$ cat src/rtl/hz_pkg.sv
package hz_pkg;
   typedef enum logic [1:0] {
      FWD_RF    = 2'b00,
      FWD_MEMWB = 2'b01,
      FWD_EXMEM = 2'b10
   } fwd_sel_e;

   localparam int unsigned FWD_W = 2;

   localparam int BR_PREDICT_NT   = 0;
   localparam int BR_ALWAYS_STALL = 1;
endpackage

$ cat src/rtl/hz_dst_match.sv
module hz_dst_match #(
   parameter int REG_AW    = 5,
   parameter bit ZERO_HARD = 1'b1
) (
   input  logic [REG_AW-1:0] dst,
   input  logic              wr,
   input  logic [REG_AW-1:0] src,
   output logic              hit
);
   generate
      if (ZERO_HARD) begin : g_zero_hard
         assign hit = wr && (dst != '0) && (dst == src);
      end else begin : g_zero_soft
         assign hit = wr && (dst == src);
      end
   endgenerate
endmodule

$ cat src/rtl/hz_src_fwd.sv
module hz_src_fwd
   import hz_pkg::*;
#(
   parameter int REG_AW    = 5,
   parameter bit ZERO_HARD = 1'b1
) (
   input  logic [REG_AW-1:0] src,
   input  logic [REG_AW-1:0] exmem_rd,
   input  logic              exmem_regwr,
   input  logic [REG_AW-1:0] memwb_rd,
   input  logic              memwb_regwr,
   output logic [FWD_W-1:0]  sel
);
   logic near_hit;
   logic far_hit;

   hz_dst_match #(.REG_AW(REG_AW), .ZERO_HARD(ZERO_HARD)) u_near (
      .dst(exmem_rd), .wr(exmem_regwr), .src(src), .hit(near_hit)
   );
   hz_dst_match #(.REG_AW(REG_AW), .ZERO_HARD(ZERO_HARD)) u_far (
      .dst(memwb_rd), .wr(memwb_regwr), .src(src), .hit(far_hit)
   );

   always_comb begin
      fwd_sel_e choice;
      if (near_hit)      choice = FWD_EXMEM;
      else if (far_hit)  choice = FWD_MEMWB;
      else               choice = FWD_RF;
      sel = choice;
   end
endmodule

$ cat src/rtl/hz_load_use.sv
module hz_load_use #(
   parameter int REG_AW    = 5,
   parameter int NUM_SRC   = 2,
   parameter bit ZERO_HARD = 1'b1
) (
   input  logic [REG_AW-1:0]         idex_rd,
   input  logic                      idex_regwr,
   input  logic                      idex_memrd,
   input  logic [NUM_SRC*REG_AW-1:0] id_srcs,
   output logic                      hit
);
   logic [NUM_SRC-1:0] per_src;
   logic               is_load;

   assign is_load = idex_memrd && idex_regwr;

   for (genvar i = 0; i < NUM_SRC; i++) begin : g_src
      hz_dst_match #(.REG_AW(REG_AW), .ZERO_HARD(ZERO_HARD)) u_m (
         .dst(idex_rd), .wr(is_load),
         .src(id_srcs[i*REG_AW +: REG_AW]), .hit(per_src[i])
      );
   end

   assign hit = |per_src;
endmodule

$ cat src/rtl/hz_branch_ctl.sv
module hz_branch_ctl
   import hz_pkg::*;
#(
   parameter int BR_MODE    = BR_PREDICT_NT,
   parameter int BR_PENALTY = 3
) (
   input  logic clk,
   input  logic rst_n,
   input  logic id_is_branch,
   input  logic load_use,
   input  logic br_resolve,
   input  logic br_taken,
   output logic flush,
   output logic fetch_hold
);
   localparam bit IS_STALL = (BR_MODE == BR_ALWAYS_STALL);
   localparam int CW       = (BR_PENALTY < 2) ? 1 : $clog2(BR_PENALTY);
   localparam logic [CW-1:0] RELOAD = CW'(BR_PENALTY - 1);

   logic [CW-1:0] cnt;
   logic          busy;
   logic          start;

   assign busy  = (cnt != '0);
   assign start = IS_STALL && id_is_branch && !load_use && !busy;

   always_ff @(posedge clk) begin
      if (!rst_n)      cnt <= '0;
      else if (start)  cnt <= RELOAD;
      else if (busy)   cnt <= cnt - 1'b1;
   end

   assign flush      = !IS_STALL && br_resolve && br_taken;
   assign fetch_hold = IS_STALL && ((id_is_branch && !load_use) || busy);
endmodule

$ cat src/rtl/hz_unit.sv
module hz_unit
   import hz_pkg::*;
#(
   parameter int REG_AW        = 5,
   parameter int NUM_SRC       = 2,
   parameter int BR_MODE       = BR_PREDICT_NT,
   parameter int BR_PENALTY    = 3,
   parameter bit ZERO_REG_HARD = 1'b1
) (
   input  logic                      clk,
   input  logic                      rst_n,
   input  logic [NUM_SRC*REG_AW-1:0] id_srcs,
   input  logic                      id_is_branch,
   input  logic [NUM_SRC*REG_AW-1:0] ex_srcs,
   input  logic [REG_AW-1:0]         idex_rd,
   input  logic                      idex_regwr,
   input  logic                      idex_memrd,
   input  logic [REG_AW-1:0]         exmem_rd,
   input  logic                      exmem_regwr,
   input  logic [REG_AW-1:0]         memwb_rd,
   input  logic                      memwb_regwr,
   input  logic                      br_resolve,
   input  logic                      br_taken,
   output logic [NUM_SRC*FWD_W-1:0]  fwd_sel,
   output logic                      stall,
   output logic                      bubble,
   output logic                      flush,
   output logic                      fetch_hold
);
   generate
      if (REG_AW < 1 || REG_AW > 8) begin : g_bad_aw
         $error("hz_unit: REG_AW out of range");
      end
      if (NUM_SRC < 1 || NUM_SRC > 4) begin : g_bad_src
         $error("hz_unit: NUM_SRC out of range");
      end
      if (BR_PENALTY < 1 || BR_PENALTY > 64) begin : g_bad_pen
         $error("hz_unit: BR_PENALTY out of range");
      end
      if (BR_MODE != BR_PREDICT_NT && BR_MODE != BR_ALWAYS_STALL) begin : g_bad_mode
         $error("hz_unit: unknown BR_MODE");
      end
   endgenerate

   logic load_use;

   for (genvar i = 0; i < NUM_SRC; i++) begin : g_fwd
      hz_src_fwd #(.REG_AW(REG_AW), .ZERO_HARD(ZERO_REG_HARD)) u_fwd (
         .src         (ex_srcs[i*REG_AW +: REG_AW]),
         .exmem_rd    (exmem_rd),
         .exmem_regwr (exmem_regwr),
         .memwb_rd    (memwb_rd),
         .memwb_regwr (memwb_regwr),
         .sel         (fwd_sel[i*FWD_W +: FWD_W])
      );
   end

   hz_load_use #(.REG_AW(REG_AW), .NUM_SRC(NUM_SRC), .ZERO_HARD(ZERO_REG_HARD)) u_lu (
      .idex_rd    (idex_rd),
      .idex_regwr (idex_regwr),
      .idex_memrd (idex_memrd),
      .id_srcs    (id_srcs),
      .hit        (load_use)
   );

   hz_branch_ctl #(.BR_MODE(BR_MODE), .BR_PENALTY(BR_PENALTY)) u_br (
      .clk          (clk),
      .rst_n        (rst_n),
      .id_is_branch (id_is_branch),
      .load_use     (load_use),
      .br_resolve   (br_resolve),
      .br_taken     (br_taken),
      .flush        (flush),
      .fetch_hold   (fetch_hold)
   );

   assign stall  = load_use && !flush;
   assign bubble = stall || flush;
endmodule

$ cat config.mk
export PLATFORM = sky130hd
export DESIGN_NAME = hz_unit
export DESIGN_NICKNAME = d
export VERILOG_FILES = /design/src/rtl/hz_pkg.sv /design/src/rtl/hz_dst_match.sv /design/src/rtl/hz_src_fwd.sv /design/src/rtl/hz_load_use.sv /design/src/rtl/hz_branch_ctl.sv /design/src/rtl/hz_unit.sv
export SDC_FILE = /design/constraint.sdc
export NUM_CORES = 1
export LEC_CHECK = 0
export ABC_AREA = 1
export CAP_MARGIN = 40
export CORE_AREA = 2 2 39 41
export DETAILED_ROUTE_END_ITERATION = 8
export DIE_AREA = 0 0 41 43
export DONT_BUFFER_PORTS = 1
export PLACE_DENSITY = 0.69
export SLEW_MARGIN = 15
export SYNTH_ARGS = -nofsm -noshare
export SYNTH_HDL_FRONTEND = slang
export SYNTH_SLANG_ARGS = --single-unit
$ cat constraint.sdc
create_clock -name vclk -period 0.8
set_input_delay 0.12 -clock vclk [all_inputs]
set_output_delay 0.12 -clock vclk [all_outputs]
set_load 0.02 [all_outputs]
Word level (Yosys, flattened, before mapping)

Cells that the tools add are included.

Bits in registers: 0
Output and inout bits: 8
Word-level logic and storage cells: 28

Eq/ne operators: 6
Muxes and demuxes: 4
Reduce and logical (&&, ||, !) cells: 18

Operators with widths:

| kind               | number |
|---|---|
| 5-bit == test      | 6 |
| 5-bit nonzero test | 3 |
| 1-bit logical AND  | 12 |
| 2-bit two-way mux  | 2 |
| 1-bit two-way mux  | 2 |
| 2-bit OR reduction | 1 |
| 1-bit zero test    | 1 |
| 1-bit logical OR   | 1 |

Logic depth before layout (Yosys ltp)

Word-level depth: 6
Mapped depth: 8
Depth with buffers taken out: 8

Modules after synthesis

A second synthesis with hierarchy kept.

Cells, all modules: 193
Area, all modules: 785.8 sq um

Modules (own cells, without submodules):

| module        | instances | cells each | area an instance (sq um) | seq. area each (sq um) |
|---|---|---|---|---|
| hz_dst_match  | 6         | 29         | 116.4                    | 0.0 |
| hz_src_fwd    | 2         | 3          | 17.5                     | 0.0 |
| hz_branch_ctl | 1         | 4          | 18.8                     | 0.0 |
| hz_load_use   | 1         | 5          | 18.8                     | 0.0 |
| hz_unit       | 1         | 4          | 15.0                     | 0.0 |

Worst setup path after synthesis

OpenSTA, ideal clock, no wires.

Path type: input -> output
Start point: in memwb_rd[2]
End point: out fwd_sel[2]
Arrival time: 0.788 ns
Setup slack: -0.108 ns
Stages: 4
Path buffers: 0
Path through: xor2_1 > nor3_1 > nand2_1 > nor2_1

Longest elaborated chain between the ends: 5
Elaborated cells between the ends (all ways): 6
Classes of those cells: eq/ne (1); mux (2); reduce/logical (3)

Ends and longest elaborated chain:

| item                  | line               | text |
|---|---|---|
| from (decl)           | hz_unit.sv:20      | `input logic [REG_AW-1:0] memwb_rd,` |
| 5-bit nonzero test    | hz_dst_match.sv:12 | `assign hit = wr && (dst != '0) && (dst == src);` |
| 1-bit logical AND     | hz_dst_match.sv:12 |  |
| 1-bit logical AND (*) | hz_dst_match.sv:12 |  |
| 1-bit two-way mux (*) | hz_src_fwd.sv:27   | `else if (far_hit) choice = FWD_MEMWB;` |
| 2-bit two-way mux (*) | hz_src_fwd.sv:26   | `if (near_hit) choice = FWD_EXMEM;` |
| to (decl)             | hz_unit.sv:24      | `output logic [NUM_SRC*FWD_W-1:0] fwd_sel,` |

Mark *: on every way between the ends. The rest lies on a longest branch, timed or not.

Final worst setup path

Start point: in ex_srcs[7]
End point: out fwd_sel[3]

Longest elaborated chain between the ends: 3

Ends and longest elaborated chain:

| item              | line               | text |
|---|---|---|
| from (decl)       | hz_unit.sv:14      | `input logic [NUM_SRC*REG_AW-1:0] ex_srcs,` |
| 5-bit == test     | hz_dst_match.sv:12 |  |
| 1-bit logical AND | hz_dst_match.sv:12 |  |
| 2-bit two-way mux | hz_src_fwd.sv:26   |  |

Every way passes these cells.

==> impl_metrics.toml <==
[clocking]
ctsHoldBuffers = 0
post_cts_buffers = 0

[yosys]
synthXorXnorAreaFrac_pct = 35.98
synth.top_cell.area_share_pct = 23.13
synth_compound_area_share_pct = 1.869
yosysSeqAreaShare_pct = 0
synth_top_family_by_area = "simple AND/OR/NAND/NOR gates"
netlist_instances = 103
synth.area.mux_share_pct = 0
synthesis.nets = 147
synth_area_um2 = 535.5
yosys.area.top_type = "nand2_1"
synthSimpleGateAreaFrac_pct = 47.43
syn_area_per_cell_um2 = 5.199
ys_types = 16
synth_area_leaders = "nand2_1 (23%), xnor2_1 (20%), xor2_1 (16%)"
ys_top_cells_by_count = "nand2_1 (33), nor2_1 (16), inv_1 (12), xnor2_1 (12), xor2_1 (10)"
synthAdderAreaFrac_pct = 0
synth.most_common_cell = "nand2_1"
yosysWarningCount = 0

[detailed_routing]
wl_per_cell_um = 13.77
drt_iter0_markers = 5
wirelength_um = 1639
via_per_inst = 5.084
ant_nets = 0
drc = 0
firstDrtPassIters = 3
vias = 605

[sta]
finalSetupViolations = 6
drv_slew = 0
rsz0062_at_grt = "true"
fin_crit_ns = 0.9739
setup_ws_ns = -0.1739
period_share_pct = 121.7
hold_violations = 0
fmax_ghz = 1.027

[setup_path]
critPathTopFamily = "simple AND/OR/NAND/NOR gates"
endpoint_kind = "output pin"
cpPeakStageDelay_ns = 0.16
critPathSlowestCell = "nor2_1"
cp.required_ns = 0.68
crit_type = "primary input to output pin"
critPathArrivalTime_ns = 0.85
path_buf_inv = 1
worst-path-max-fanout = 2
path_cells = "xor2_1 -> nor2_1 -> nand3_2 -> nor2_4 -> buf_6"
critPathLaunchType = "primary input"

[min_path]
hold_path.class = "primary input to output pin"

[global_route]
grt_pass1_wl_um = 2132
antenna_found_initial = 0
grt.total_usage_pct = 16.48
grt_max_degree = 5
grt_overflow = 0
grt_pass1_vias = 597

[layout]
n_antenna_cell = 0
seq_area_um2 = 0
seq_cells = 0
clkbuf_count = 0
fin_nets = 149
synthToLayoutAreaGrowth_pct = 42.52
n_fill_cell = 120
final_cells = 119
final_layout_size_suffix_gt1_share_pct = 37.86

[placed_design]
place_ws_ns = -0.1070
port-buffer-count = 0
dp_hpwl_um = 1138
placedCellCount = 119
routabilityCongestion = 0.6522

[die]
fp.dieArea_um2 = 1763
io_pins = 52
die_h_um = 43
initial_core_util_pct = 38.70
rows = 14
die_x_um = 41
core_area_um2 = 1384

[run]
max_cap_viol_count = 0

[power_and_ir_drop]
cellLeakagePower_nw = 0.3494
power.density_nw_per_um2 = 431.7
ir_drop_mv = 0.1710

[status]
status = "finished with violations"
violations = "setup timing"
## cells by family (layout without fill, tap and decap cells)
kind of cell | count (synthesis) | count (layout)
AO/OA/AOI/OAI | 2 | 2
XOR/XNOR | 22 | 22
buffers and inverters | 17 | 17
other | 1 | 1
AND/OR/NAND/NOR | 61 | 61
## metal layers
metal / routed length, µm / global-route usage [%] / vias to the layer above
met1: 489 / 17.41 / 270
met3: 142 / 0 / 0
met2: 1008 / 34.38 / 30
li1: - / - / 305
met4: 0 / 0 / 0
met5: 0 / 0 / -
## cell usage in the layout (no fill, tap or decap), drive strengths merged
cell / n
buf: 3
conb: 1
inv: 14
nand2: 34
nand3: 6
nand3b: 1
nor2: 17
nor3: 3
o21ai: 2
xnor2: 12
xor2: 10
## worst paths after layout
kind	from	to	cells past startpoint
worst max-delay path	ex_srcs[7]	fwd_sel[3]	5
worst min-delay path	br_taken	bubble	2
## power by group
group          leakage, nW  switching (mW)  internal [mW]
combinational        0.349           0.153          0.176
clock                    0               0              0
sequential               0               0              0
total                0.349           0.153          0.176
## stage by stage
step           TNS, ns  power (mW)  util, %  hold WS, ns  cell area, µm²
2_1_floorplan  -0.1199      0.2111        -       0.4136           545.5
3_3_place_gp   -0.4563      0.2320    40.87       0.4210           565.5
3_5_place_dp   -0.5427      0.2365    40.87       0.4244           565.5
4_1_cts        -0.3741      0.2747    47.47       0.4151           656.9
5_1_grt        -0.7994      0.3605    55.15       0.4250           763.2
6_report       -0.5635      0.3295    55.15       0.4196           763.2
## layout make-up
class,instances,area (µm²),share of cell area [%]
Inverter,14,77.57,10.16
Multi-Input combinational cell,86,635.6,83.28
Tap cell,16,20.02,2.623
Timing Repair Buffer,3,30.03,3.934
## timing repair
| item | 4_1_cts | 5_1_grt |
|---|---|---|
| pin swaps | 19 | 13 |
| endpoints found under the setup margin | 6 | 6 |
| resized for setup | 28 | 26 |
(Power assumes the default switching activity.)
